### config.mk
export PLATFORM = sky130hd
export DESIGN_NAME = tmc_tracker
export DESIGN_NICKNAME = d
export VERILOG_FILES = /design/src/rtl/tmc_pkg.sv /design/src/rtl/tmc_snoop_check.sv /design/src/rtl/tmc_ctrl.sv /design/src/rtl/tmc_line.sv /design/src/rtl/tmc_tracker.sv
export SDC_FILE = /design/constraint.sdc
export NUM_CORES = 1
export LEC_CHECK = 0
export BUFFER_PORTS_ARGS = -buffer_cell sky130_fd_sc_hd__buf_4
export CORE_MARGIN = 4
export CORE_UTILIZATION = 65
export DETAILED_ROUTE_END_ITERATION = 16
export GPL_TIMING_DRIVEN = 1
export HOLD_SLACK_MARGIN = 0.12
export PLACE_DENSITY = 0.85
export SYNTH_ARGS = -nofsm -noshare
export SYNTH_HDL_FRONTEND = slang
export SYNTH_HIERARCHICAL = 1
export SYNTH_SLANG_ARGS = --single-unit
### constraint.sdc
create_clock -name clk_i -period 6.3 [get_ports clk_i]
set_clock_uncertainty 0.1 [all_clocks]
set_input_delay 0.315 -clock clk_i [delete_from_list [all_inputs] [get_ports clk_i]]
set_output_delay 0.315 -clock clk_i [all_outputs]
set_load 0.02 [all_outputs]
### src/rtl/tmc_pkg.sv
package tmc_pkg;
  typedef enum logic [2:0] {
    OP_NOP    = 3'd0,
    OP_BEGIN  = 3'd1,
    OP_LOAD   = 3'd2,
    OP_STORE  = 3'd3,
    OP_COMMIT = 3'd4,
    OP_ABORT  = 3'd5
  } op_e;

  typedef enum logic [1:0] {
    CAUSE_NONE     = 2'd0,
    CAUSE_CONFLICT = 2'd1,
    CAUSE_CAPACITY = 2'd2,
    CAUSE_EXPLICIT = 2'd3
  } cause_e;
endpackage

### src/rtl/tmc_snoop_check.sv
module tmc_snoop_check #(
  parameter int TAG_W = 3
) (
  input  logic             req_i,
  input  logic             we_i,
  input  logic [TAG_W-1:0] tag_i,
  input  logic             line_valid_i,
  input  logic [TAG_W-1:0] line_tag_i,
  input  logic             line_r_i,
  input  logic             line_w_i,
  output logic             hit_o,
  output logic             conflict_o
);
  always_comb begin
    hit_o      = req_i && line_valid_i && (line_tag_i == tag_i);
    // write clashes with any tracking bit, read only with a pending write
    conflict_o = hit_o && (line_w_i || (we_i && line_r_i));
  end
endmodule

### src/rtl/tmc_ctrl.sv
module tmc_ctrl
  import tmc_pkg::*;
(
  input  logic       clk_i,
  input  logic       rst_ni,
  input  logic [2:0] op_i,
  input  logic       conflict_i,
  input  logic       victim_busy_i,
  output logic       in_tx_o,
  output logic       acc_now_o,
  output logic       abort_now_o,
  output logic       commit_now_o,
  output logic       abort_o,
  output logic [1:0] abort_cause_o,
  output logic       commit_o
);
  logic   in_tx_q, is_acc, cap, expl, begin_now;
  cause_e cause;

  always_comb begin
    is_acc       = (op_i == OP_LOAD) || (op_i == OP_STORE);
    cap          = in_tx_q && is_acc && victim_busy_i;
    expl         = in_tx_q && (op_i == OP_ABORT);
    abort_now_o  = conflict_i || cap || expl;
    cause        = conflict_i ? CAUSE_CONFLICT :
                   cap        ? CAUSE_CAPACITY :
                   expl       ? CAUSE_EXPLICIT : CAUSE_NONE;
    commit_now_o = in_tx_q && (op_i == OP_COMMIT) && !abort_now_o;
    begin_now    = !in_tx_q && (op_i == OP_BEGIN);
    acc_now_o    = is_acc && !abort_now_o;
  end

  always_ff @(posedge clk_i or negedge rst_ni) begin
    if (!rst_ni) begin
      in_tx_q       <= 1'b0;
      abort_o       <= 1'b0;
      abort_cause_o <= CAUSE_NONE;
      commit_o      <= 1'b0;
    end else begin
      if (begin_now) in_tx_q <= 1'b1;
      else if (abort_now_o || commit_now_o) in_tx_q <= 1'b0;
      abort_o       <= abort_now_o;
      abort_cause_o <= cause;
      commit_o      <= commit_now_o;
    end
  end

  assign in_tx_o = in_tx_q;

  a_r12_abort_single: assert property (@(posedge clk_i) disable iff (!rst_ni)
    abort_o |=> !abort_o);
  a_r2_abort_closes_tx: assert property (@(posedge clk_i) disable iff (!rst_ni)
    abort_o |-> !in_tx_o);
  a_r13_abort_commit_excl: assert property (@(posedge clk_i) disable iff (!rst_ni)
    !(abort_o && commit_o));
  a_r5_cause_iff_abort: assert property (@(posedge clk_i) disable iff (!rst_ni)
    abort_o == (abort_cause_o != CAUSE_NONE));
endmodule

### src/rtl/tmc_line.sv
module tmc_line #(
  parameter int TAG_W  = 3,
  parameter int DATA_W = 16,
  parameter int WPL    = 2,
  localparam int OFF_W = (WPL > 1) ? $clog2(WPL) : 1
) (
  input  logic                  clk_i,
  input  logic                  rst_ni,
  input  logic                  sel_i,
  input  logic                  fill_i,
  input  logic                  wr_i,
  input  logic [OFF_W-1:0]      word_i,
  input  logic [DATA_W-1:0]     wdata_i,
  input  logic [TAG_W-1:0]      tag_i,
  input  logic                  set_r_i,
  input  logic                  set_w_i,
  input  logic                  mark_dirty_i,
  input  logic                  commit_i,
  input  logic                  abort_i,
  input  logic                  snp_inval_i,
  output logic                  valid_o,
  output logic                  dirty_o,
  output logic                  rbit_o,
  output logic                  wbit_o,
  output logic [TAG_W-1:0]      tag_o,
  output logic [WPL*DATA_W-1:0] data_o
);
  logic                  valid_q, dirty_q, r_q, w_q;
  logic [TAG_W-1:0]      tag_q;
  logic [WPL*DATA_W-1:0] data_q, data_n;

  always_comb begin
    data_n = fill_i ? '0 : data_q;
    if (wr_i) data_n[int'(word_i)*DATA_W +: DATA_W] = wdata_i;
  end

  always_ff @(posedge clk_i or negedge rst_ni) begin
    if (!rst_ni) begin
      valid_q <= 1'b0;
      dirty_q <= 1'b0;
      r_q     <= 1'b0;
      w_q     <= 1'b0;
      tag_q   <= '0;
      data_q  <= '0;
    end else begin
      if (abort_i) begin
        r_q <= 1'b0;
        w_q <= 1'b0;
        if (w_q) valid_q <= 1'b0;
      end else if (commit_i) begin
        r_q <= 1'b0;
        w_q <= 1'b0;
        if (w_q) dirty_q <= 1'b1;
      end else if (sel_i && !snp_inval_i) begin
        data_q <= data_n;
        if (fill_i) begin
          valid_q <= 1'b1;
          tag_q   <= tag_i;
          r_q     <= set_r_i;
          w_q     <= set_w_i;
          dirty_q <= mark_dirty_i;
        end else begin
          r_q <= r_q | set_r_i;
          w_q <= w_q | set_w_i;
          if (mark_dirty_i) dirty_q <= 1'b1;
        end
      end
      if (snp_inval_i) begin
        valid_q <= 1'b0;
        dirty_q <= 1'b0;
      end
    end
  end

  assign valid_o = valid_q;
  assign dirty_o = dirty_q;
  assign rbit_o  = r_q;
  assign wbit_o  = w_q;
  assign tag_o   = tag_q;
  assign data_o  = data_q;

  a_r9_abort_drops_written: assert property (@(posedge clk_i) disable iff (!rst_ni)
    (abort_i && w_q) |=> !valid_q);
  a_r8_commit_clears_bits: assert property (@(posedge clk_i) disable iff (!rst_ni)
    commit_i |=> (!r_q && !w_q));
  a_r8_commit_marks_dirty: assert property (@(posedge clk_i) disable iff (!rst_ni)
    (commit_i && w_q && !snp_inval_i) |=> dirty_q);
endmodule

### src/rtl/tmc_tracker.sv
module tmc_tracker
  import tmc_pkg::*;
#(
  parameter int ADDR_W = 6,
  parameter int DATA_W = 16,
  parameter int LINES  = 4,
  parameter int WPL    = 2
) (
  input  logic              clk_i,
  input  logic              rst_ni,
  input  logic [2:0]        op_i,
  input  logic [ADDR_W-1:0] addr_i,
  input  logic [DATA_W-1:0] wdata_i,
  output logic [DATA_W-1:0] rdata_o,
  output logic              rvalid_o,
  output logic              in_tx_o,
  output logic              commit_o,
  output logic              abort_o,
  output logic [1:0]        abort_cause_o,
  input  logic              snp_req_i,
  input  logic              snp_we_i,
  input  logic [ADDR_W-1:0] snp_addr_i,
  output logic              snp_resp_o,
  output logic              snp_hit_o,
  output logic [DATA_W-1:0] snp_rdata_o,
  output logic              snp_dirty_o
);
  localparam int IDX_W = $clog2(LINES);
  localparam int OFF_W = $clog2(WPL);
  localparam int TAG_W = ADDR_W - IDX_W - OFF_W;

  logic [LINES-1:0]      valid_v, dirty_v, rbit_v, wbit_v;
  logic [TAG_W-1:0]      tag_a  [LINES];
  logic [WPL*DATA_W-1:0] data_a [LINES];

  logic [IDX_W-1:0] l_idx, s_idx;
  logic [OFF_W-1:0] l_off, s_off;
  logic [TAG_W-1:0] l_tag, s_tag;
  logic             l_hit, victim_busy, is_ld, is_st;
  logic             s_hit, s_conf, s_ok;
  logic             acc_now, abort_now, commit_now;
  logic [DATA_W-1:0] l_word, s_word;

  always_comb begin
    l_idx  = addr_i[OFF_W +: IDX_W];
    l_off  = addr_i[OFF_W-1:0];
    l_tag  = addr_i[ADDR_W-1 -: TAG_W];
    s_idx  = snp_addr_i[OFF_W +: IDX_W];
    s_off  = snp_addr_i[OFF_W-1:0];
    s_tag  = snp_addr_i[ADDR_W-1 -: TAG_W];
    is_ld  = (op_i == OP_LOAD);
    is_st  = (op_i == OP_STORE);
    l_hit  = valid_v[l_idx] && (tag_a[l_idx] == l_tag);
    // another tag would have to evict a tracked line
    victim_busy = !l_hit && (rbit_v[l_idx] || wbit_v[l_idx]);
    l_word = l_hit ? data_a[l_idx][int'(l_off)*DATA_W +: DATA_W] : '0;
    s_word = data_a[s_idx][int'(s_off)*DATA_W +: DATA_W];
    s_ok   = s_hit && !s_conf;
  end

  tmc_snoop_check #(.TAG_W(TAG_W)) u_snoop (
    .req_i       (snp_req_i),
    .we_i        (snp_we_i),
    .tag_i       (s_tag),
    .line_valid_i(valid_v[s_idx]),
    .line_tag_i  (tag_a[s_idx]),
    .line_r_i    (rbit_v[s_idx]),
    .line_w_i    (wbit_v[s_idx]),
    .hit_o       (s_hit),
    .conflict_o  (s_conf)
  );

  tmc_ctrl u_ctrl (
    .clk_i        (clk_i),
    .rst_ni       (rst_ni),
    .op_i         (op_i),
    .conflict_i   (s_conf),
    .victim_busy_i(victim_busy),
    .in_tx_o      (in_tx_o),
    .acc_now_o    (acc_now),
    .abort_now_o  (abort_now),
    .commit_now_o (commit_now),
    .abort_o      (abort_o),
    .abort_cause_o(abort_cause_o),
    .commit_o     (commit_o)
  );

  for (genvar i = 0; i < LINES; i++) begin : g_line
    logic sel, inval;
    assign sel   = acc_now && (l_idx == IDX_W'(i));
    assign inval = s_ok && snp_we_i && (s_idx == IDX_W'(i));
    tmc_line #(.TAG_W(TAG_W), .DATA_W(DATA_W), .WPL(WPL)) u_line (
      .clk_i       (clk_i),
      .rst_ni      (rst_ni),
      .sel_i       (sel),
      .fill_i      (!l_hit),
      .wr_i        (is_st),
      .word_i      (l_off),
      .wdata_i     (wdata_i),
      .tag_i       (l_tag),
      .set_r_i     (in_tx_o && is_ld),
      .set_w_i     (in_tx_o && is_st),
      .mark_dirty_i(!in_tx_o && is_st),
      .commit_i    (commit_now),
      .abort_i     (abort_now),
      .snp_inval_i (inval),
      .valid_o     (valid_v[i]),
      .dirty_o     (dirty_v[i]),
      .rbit_o      (rbit_v[i]),
      .wbit_o      (wbit_v[i]),
      .tag_o       (tag_a[i]),
      .data_o      (data_a[i])
    );
  end

  always_ff @(posedge clk_i or negedge rst_ni) begin
    if (!rst_ni) begin
      rvalid_o    <= 1'b0;
      rdata_o     <= '0;
      snp_resp_o  <= 1'b0;
      snp_hit_o   <= 1'b0;
      snp_rdata_o <= '0;
      snp_dirty_o <= 1'b0;
    end else begin
      rvalid_o    <= acc_now && is_ld;
      rdata_o     <= (acc_now && is_ld) ? l_word : '0;
      snp_resp_o  <= snp_req_i;
      snp_hit_o   <= s_ok;
      snp_rdata_o <= (s_ok && !snp_we_i) ? s_word : '0;
      snp_dirty_o <= s_ok && dirty_v[s_idx];
    end
  end

  a_r2_bits_only_in_tx: assert property (@(posedge clk_i) disable iff (!rst_ni)
    (|(rbit_v | wbit_v)) |-> in_tx_o);
  a_r4_no_spec_leak: assert property (@(posedge clk_i) disable iff (!rst_ni)
    snp_hit_o |-> !(abort_o && abort_cause_o == CAUSE_CONFLICT));
  a_r11_no_access_on_abort: assert property (@(posedge clk_i) disable iff (!rst_ni)
    rvalid_o |-> !abort_o);
endmodule

==> metrics.md <==
| Metric | Value |
|---|---|
| Pre-CTS setup slack | `1.228 ns` |
| Worst reg-to-reg path cell count | `10` |
| Hold wc startpoint | `op_i[1]` |
| FMAX | `209.2 MHz` |
| Htree depth | `4` |
| Pins Over Slew Limit | `0` |
| First-pass detailed-route iteration total | `5` |
| Post-layout net count | `786` |
| Final period utilization | `between 70% and 80%` |
| Commonest cells after routing, fill and taps aside | `dfrtp_1, a22o_1, buf_4, mux4_2` |
| Routed len/inst | `27.55 µm` |
| Setup bufs post-CTS | `0` |
| Layout cells sized above 1 | `30.37%` |
| Starting Density | `between 60% and 70%` |
| Ys async rst share | `between 90% and 100%` |
| Die Ht | `approximately 130 µm` |
| Via count | `6935` |
| Clk buf depth | `2` |
| Slew @ Worst Pin | `between 1 and 1.5 ns` |
| RSZ-0062 raised after global routing | `false` |
| Num rows | `44` |
| Net Count, Synth | `a little over 700` |
| Setup violations, final | `0` |
| Synth Area per Inst | `between 10 and 15 µm²` |
| Worst R2R Setup Slack | `between 1.5 and 2 ns` |
| Peak VDD IR | `0.0002282 V` |
| R2R Path End | `g_line[0].u_line/data_o[22]` |
| Vias in the first global route | `between 7000 and 8000` |
| Min cycle time layout | `~4.8 ns` |
| Dpl hpwl | `around 15000 µm` |
| Largest stage delay on the critical path | `around 0.96 ns` |
| Crit end category | `flop` |
| CTS tree | `yes` |
| Ys Warns | `6` |
| Synth Cell Area | `a little under 10000 µm²` |
| EDFF count, synth | `0` |
| Largest net degree at the start of global routing | `129` |
| Startpoint type of the worst setup path | `input pin` |
| Die X | `130.0 µm` |
| Crit Path Max Fanout | `between 40 and 50` |
| Hold Path Sink | `u_ctrl/abort_cause_o[1]` |
| Synth unique cells | `47` |
| Status | `finished clean` |
| FF+latch count, synth | `approximately 200` |
| Slowest cell on crit path | `and3_1` |
| Synthesized instance count | `678` |
| CP required | `between 6 and 7 ns` |
| Top cells by area, synth | `dfrtp_1, mux4_2, a22o_1` |
| Post-synthesis sequential area ratio | `about half` |
| Setup tns final | `0 ns` |
| Final hold violation count | `0` |
| I/O Buffers | `75` |
| Worst setup margin | `about 1.5 ns` |
| Hold depth | `3` |
| Critical path, cell by cell | `buf_4 > mux4_2 > xnor2_1 > nand4_1 > buf_4 > a21boi_1 > a2111oi_2 > nor3b_1 > nor2b_2 > and3_1 > a22o_1` |
| Clock Sinks | `around 200` |
| Slew HR | `15.68%` |
| Clock root cell | `clkbuf_16` |
| Antenna diodes | `0` |
| Core box area | `about 15000 µm²` |
| Initial DRC count | `940` |
| Lkg Pwr | `around 5 nW` |
| Clock transition at the registers of the reported paths | `0.07 ns` |
| IO Pins | `76` |
| Num CTS Buffers | `17` |
| Antenna Nets Post-Route | `0` |
| Synth Flop Type | `dfrtp_1` |
| Crit Path Class | `in2reg` |
| Min-Delay Path Class | `in2reg` |
| Max cap viols | `0` |
| Reg2Reg Launch Point | `g_line[3].u_line/tag_o[2]` |
| Global-route usage over all layers | `about 32%` |
| GR Overflow Total | `0` |
| PD cells | `roughly 280 nW/µm²` |
| First-pass GRT wire length | `roughly 41000 µm` |
| P&R area growth vs syn | `14.71%` |
| Routability cong. | `just under 0.9` |
| Vias per std cell | `between 7 and 8` |
| Dominant cell type by area after synthesis | `dfrtp_1` |
| Commonest non-fill, non-tap cell in the layout | `dfrtp_1` |
| Most common cell on crit path | `buf_4` |
| Total die area | `roughly 17000 µm²` |
| Clk_lat worst skew | `approximately 0.43 ns` |
| Crit path DAT | `between 5 and 6 ns` |
| Worst Path Buf+Inv | `2` |
| Final wirelength | `around 26000 µm` |
| Filler cell count | `slightly below 900` |
| Top cell type's share of synthesized area | `50.94%` |
| CP delay by family, top | `simple AND/OR/NAND/NOR gates` |
| DR DRC count | `0` |
| Initial antenna violation count | `0` |
per-stage QoR:
step	total power [W]	area [µm²]	instances	hold slack, ns	util, %
final	0.003127	11100	948	0.1418	76.39
after global routing	0.003235	11100	948	0.1429	76.39
after CTS	0.003129	11100	948	0.1337	76.39
after detailed placement	0.001956	10240	892	0.3535	70.43
after global placement	0.001926	10240	892	0.3517	70.43
after floorplan	0.001788	9678	678	-0.08059	-
final cells by class:
type / instances / area, µm² / share of cell area, %
clock inverters: 13 / 192.7 / 1.736
well taps: 184 / 230.2 / 2.074
repair buffers: 105 / 854.6 / 7.698
clock buffers: 19 / 432.9 / 3.899
multi-input cells: 416 / 4409 / 39.72
flip-flops and latches: 197 / 4930 / 44.40
inverters: 14 / 52.55 / 0.4733
cells by family (layout without fill, tap and decap cells):
logic type      after synthesis  after routing  synth area share (%)
xor+xnor                      6              6                0.6982
flops                       197            197                 50.94
mux                         119            119                 22.16
simple gates                118            118                 7.085
compound gates              173            173                 15.18
buf+inv                      65            151                 3.943
state kept, by name (all words and copies together), names as in the netlist, 2 cells and up:
name / count
rdata_o: 16
g_line.u_line/valid_o: 4
g_line.u_line/wbit_o: 4
g_line.u_line/tag_o: 12
g_line.u_line/data_o: 128
g_line.u_line/dirty_o: 4
u_ctrl/abort_cause_o: 2
snp_rdata_o: 16
g_line.u_line/rbit_o: 4
layer usage:
| layer | routed length [µm] | global-route usage [%] | up-vias | part of all wire (%) |
|---|---|---|---|---|
| met5 | 0 | 0 | - | 0 |
| met4 | 1073 | 14.73 | 0 | 4.1 |
| met3 | 2614 | 7.286 | 91 | 10 |
| met2 | 12910 | 50.94 | 452 | 49 |
| met1 | 9515 | 43.41 | 3571 | 36 |
| li1 | - | - | 2821 | - |
repair_timing:
action,in CTS,in global routing
endpoints found under the hold margin,270,0
gates resized for setup,0,0
hold buffers,24,0
report_power, final:
part	total [W]	leakage, nW	switching, W	internal [W]
logic	0.000496	2.08	0.000249	0.000247
clock network	0.00117	0.305	0.000495	0.000673
registers	0.00146	2.68	0.0000903	0.00137
synth_stat cells, types with 2 or more instances:
cell type / n
a22o_1: 128
buf_6: 13
and2_4: 4
buf_2: 14
xnor2_2: 2
a21oi_1: 6
inv_1: 14
a22oi_1: 8
o211ai_1: 4
o211a_1: 4
nand3b_1: 6
nor2b_1: 7
o2111ai_1: 8
mux4_2: 75
nand2b_1: 3
and3_1: 10
nor3_1: 12
buf_1: 4
mux2i_1: 32
nor2_1: 32
clkbuf_1: 14
nor4bb_1: 2
xor2_1: 3
nand2_1: 11
a221oi_1: 4
buf_4: 6
nor2b_2: 4
o21ai_0: 4
mux2_2: 12
and2_1: 3
nand4bb_1: 4
dfrtp_1: 197
nor2_2: 14
how the worst max path moves through the flow:
stage | start | end | slack (ns) | cells after the start
2_1_floorplan | snp_addr_i[1] | g_line[0].u_line/data_o[10] | 1.96 | 13
3_3_place_gp | addr_i[1] | g_line[0].u_line/data_o[2] | 1.22 | 11
3_5_place_dp | addr_i[1] | g_line[0].u_line/data_o[25] | 1.23 | 11
4_1_cts | addr_i[1] | g_line[0].u_line/data_o[22] | 1.62 | 11
5_1_grt | addr_i[1] | g_line[0].u_line/data_o[28] | 1.16 | 11
6_report | addr_i[1] | g_line[0].u_line/data_o[22] | 1.52 | 11
worst reg2reg max path, stage by stage, from the launching register on:
cell	delay [ns]
dfrtp_1	0.41
mux4_2	0.50
xnor2_1	0.22
nand4_1	0.15
buf_4	0.25
a21boi_1	0.18
a2111oi_2	0.53
nor3b_1	0.57
nor2b_2	0.34
and3_1	0.96
a22o_1	0.29
(Power assumes the default switching activity.)
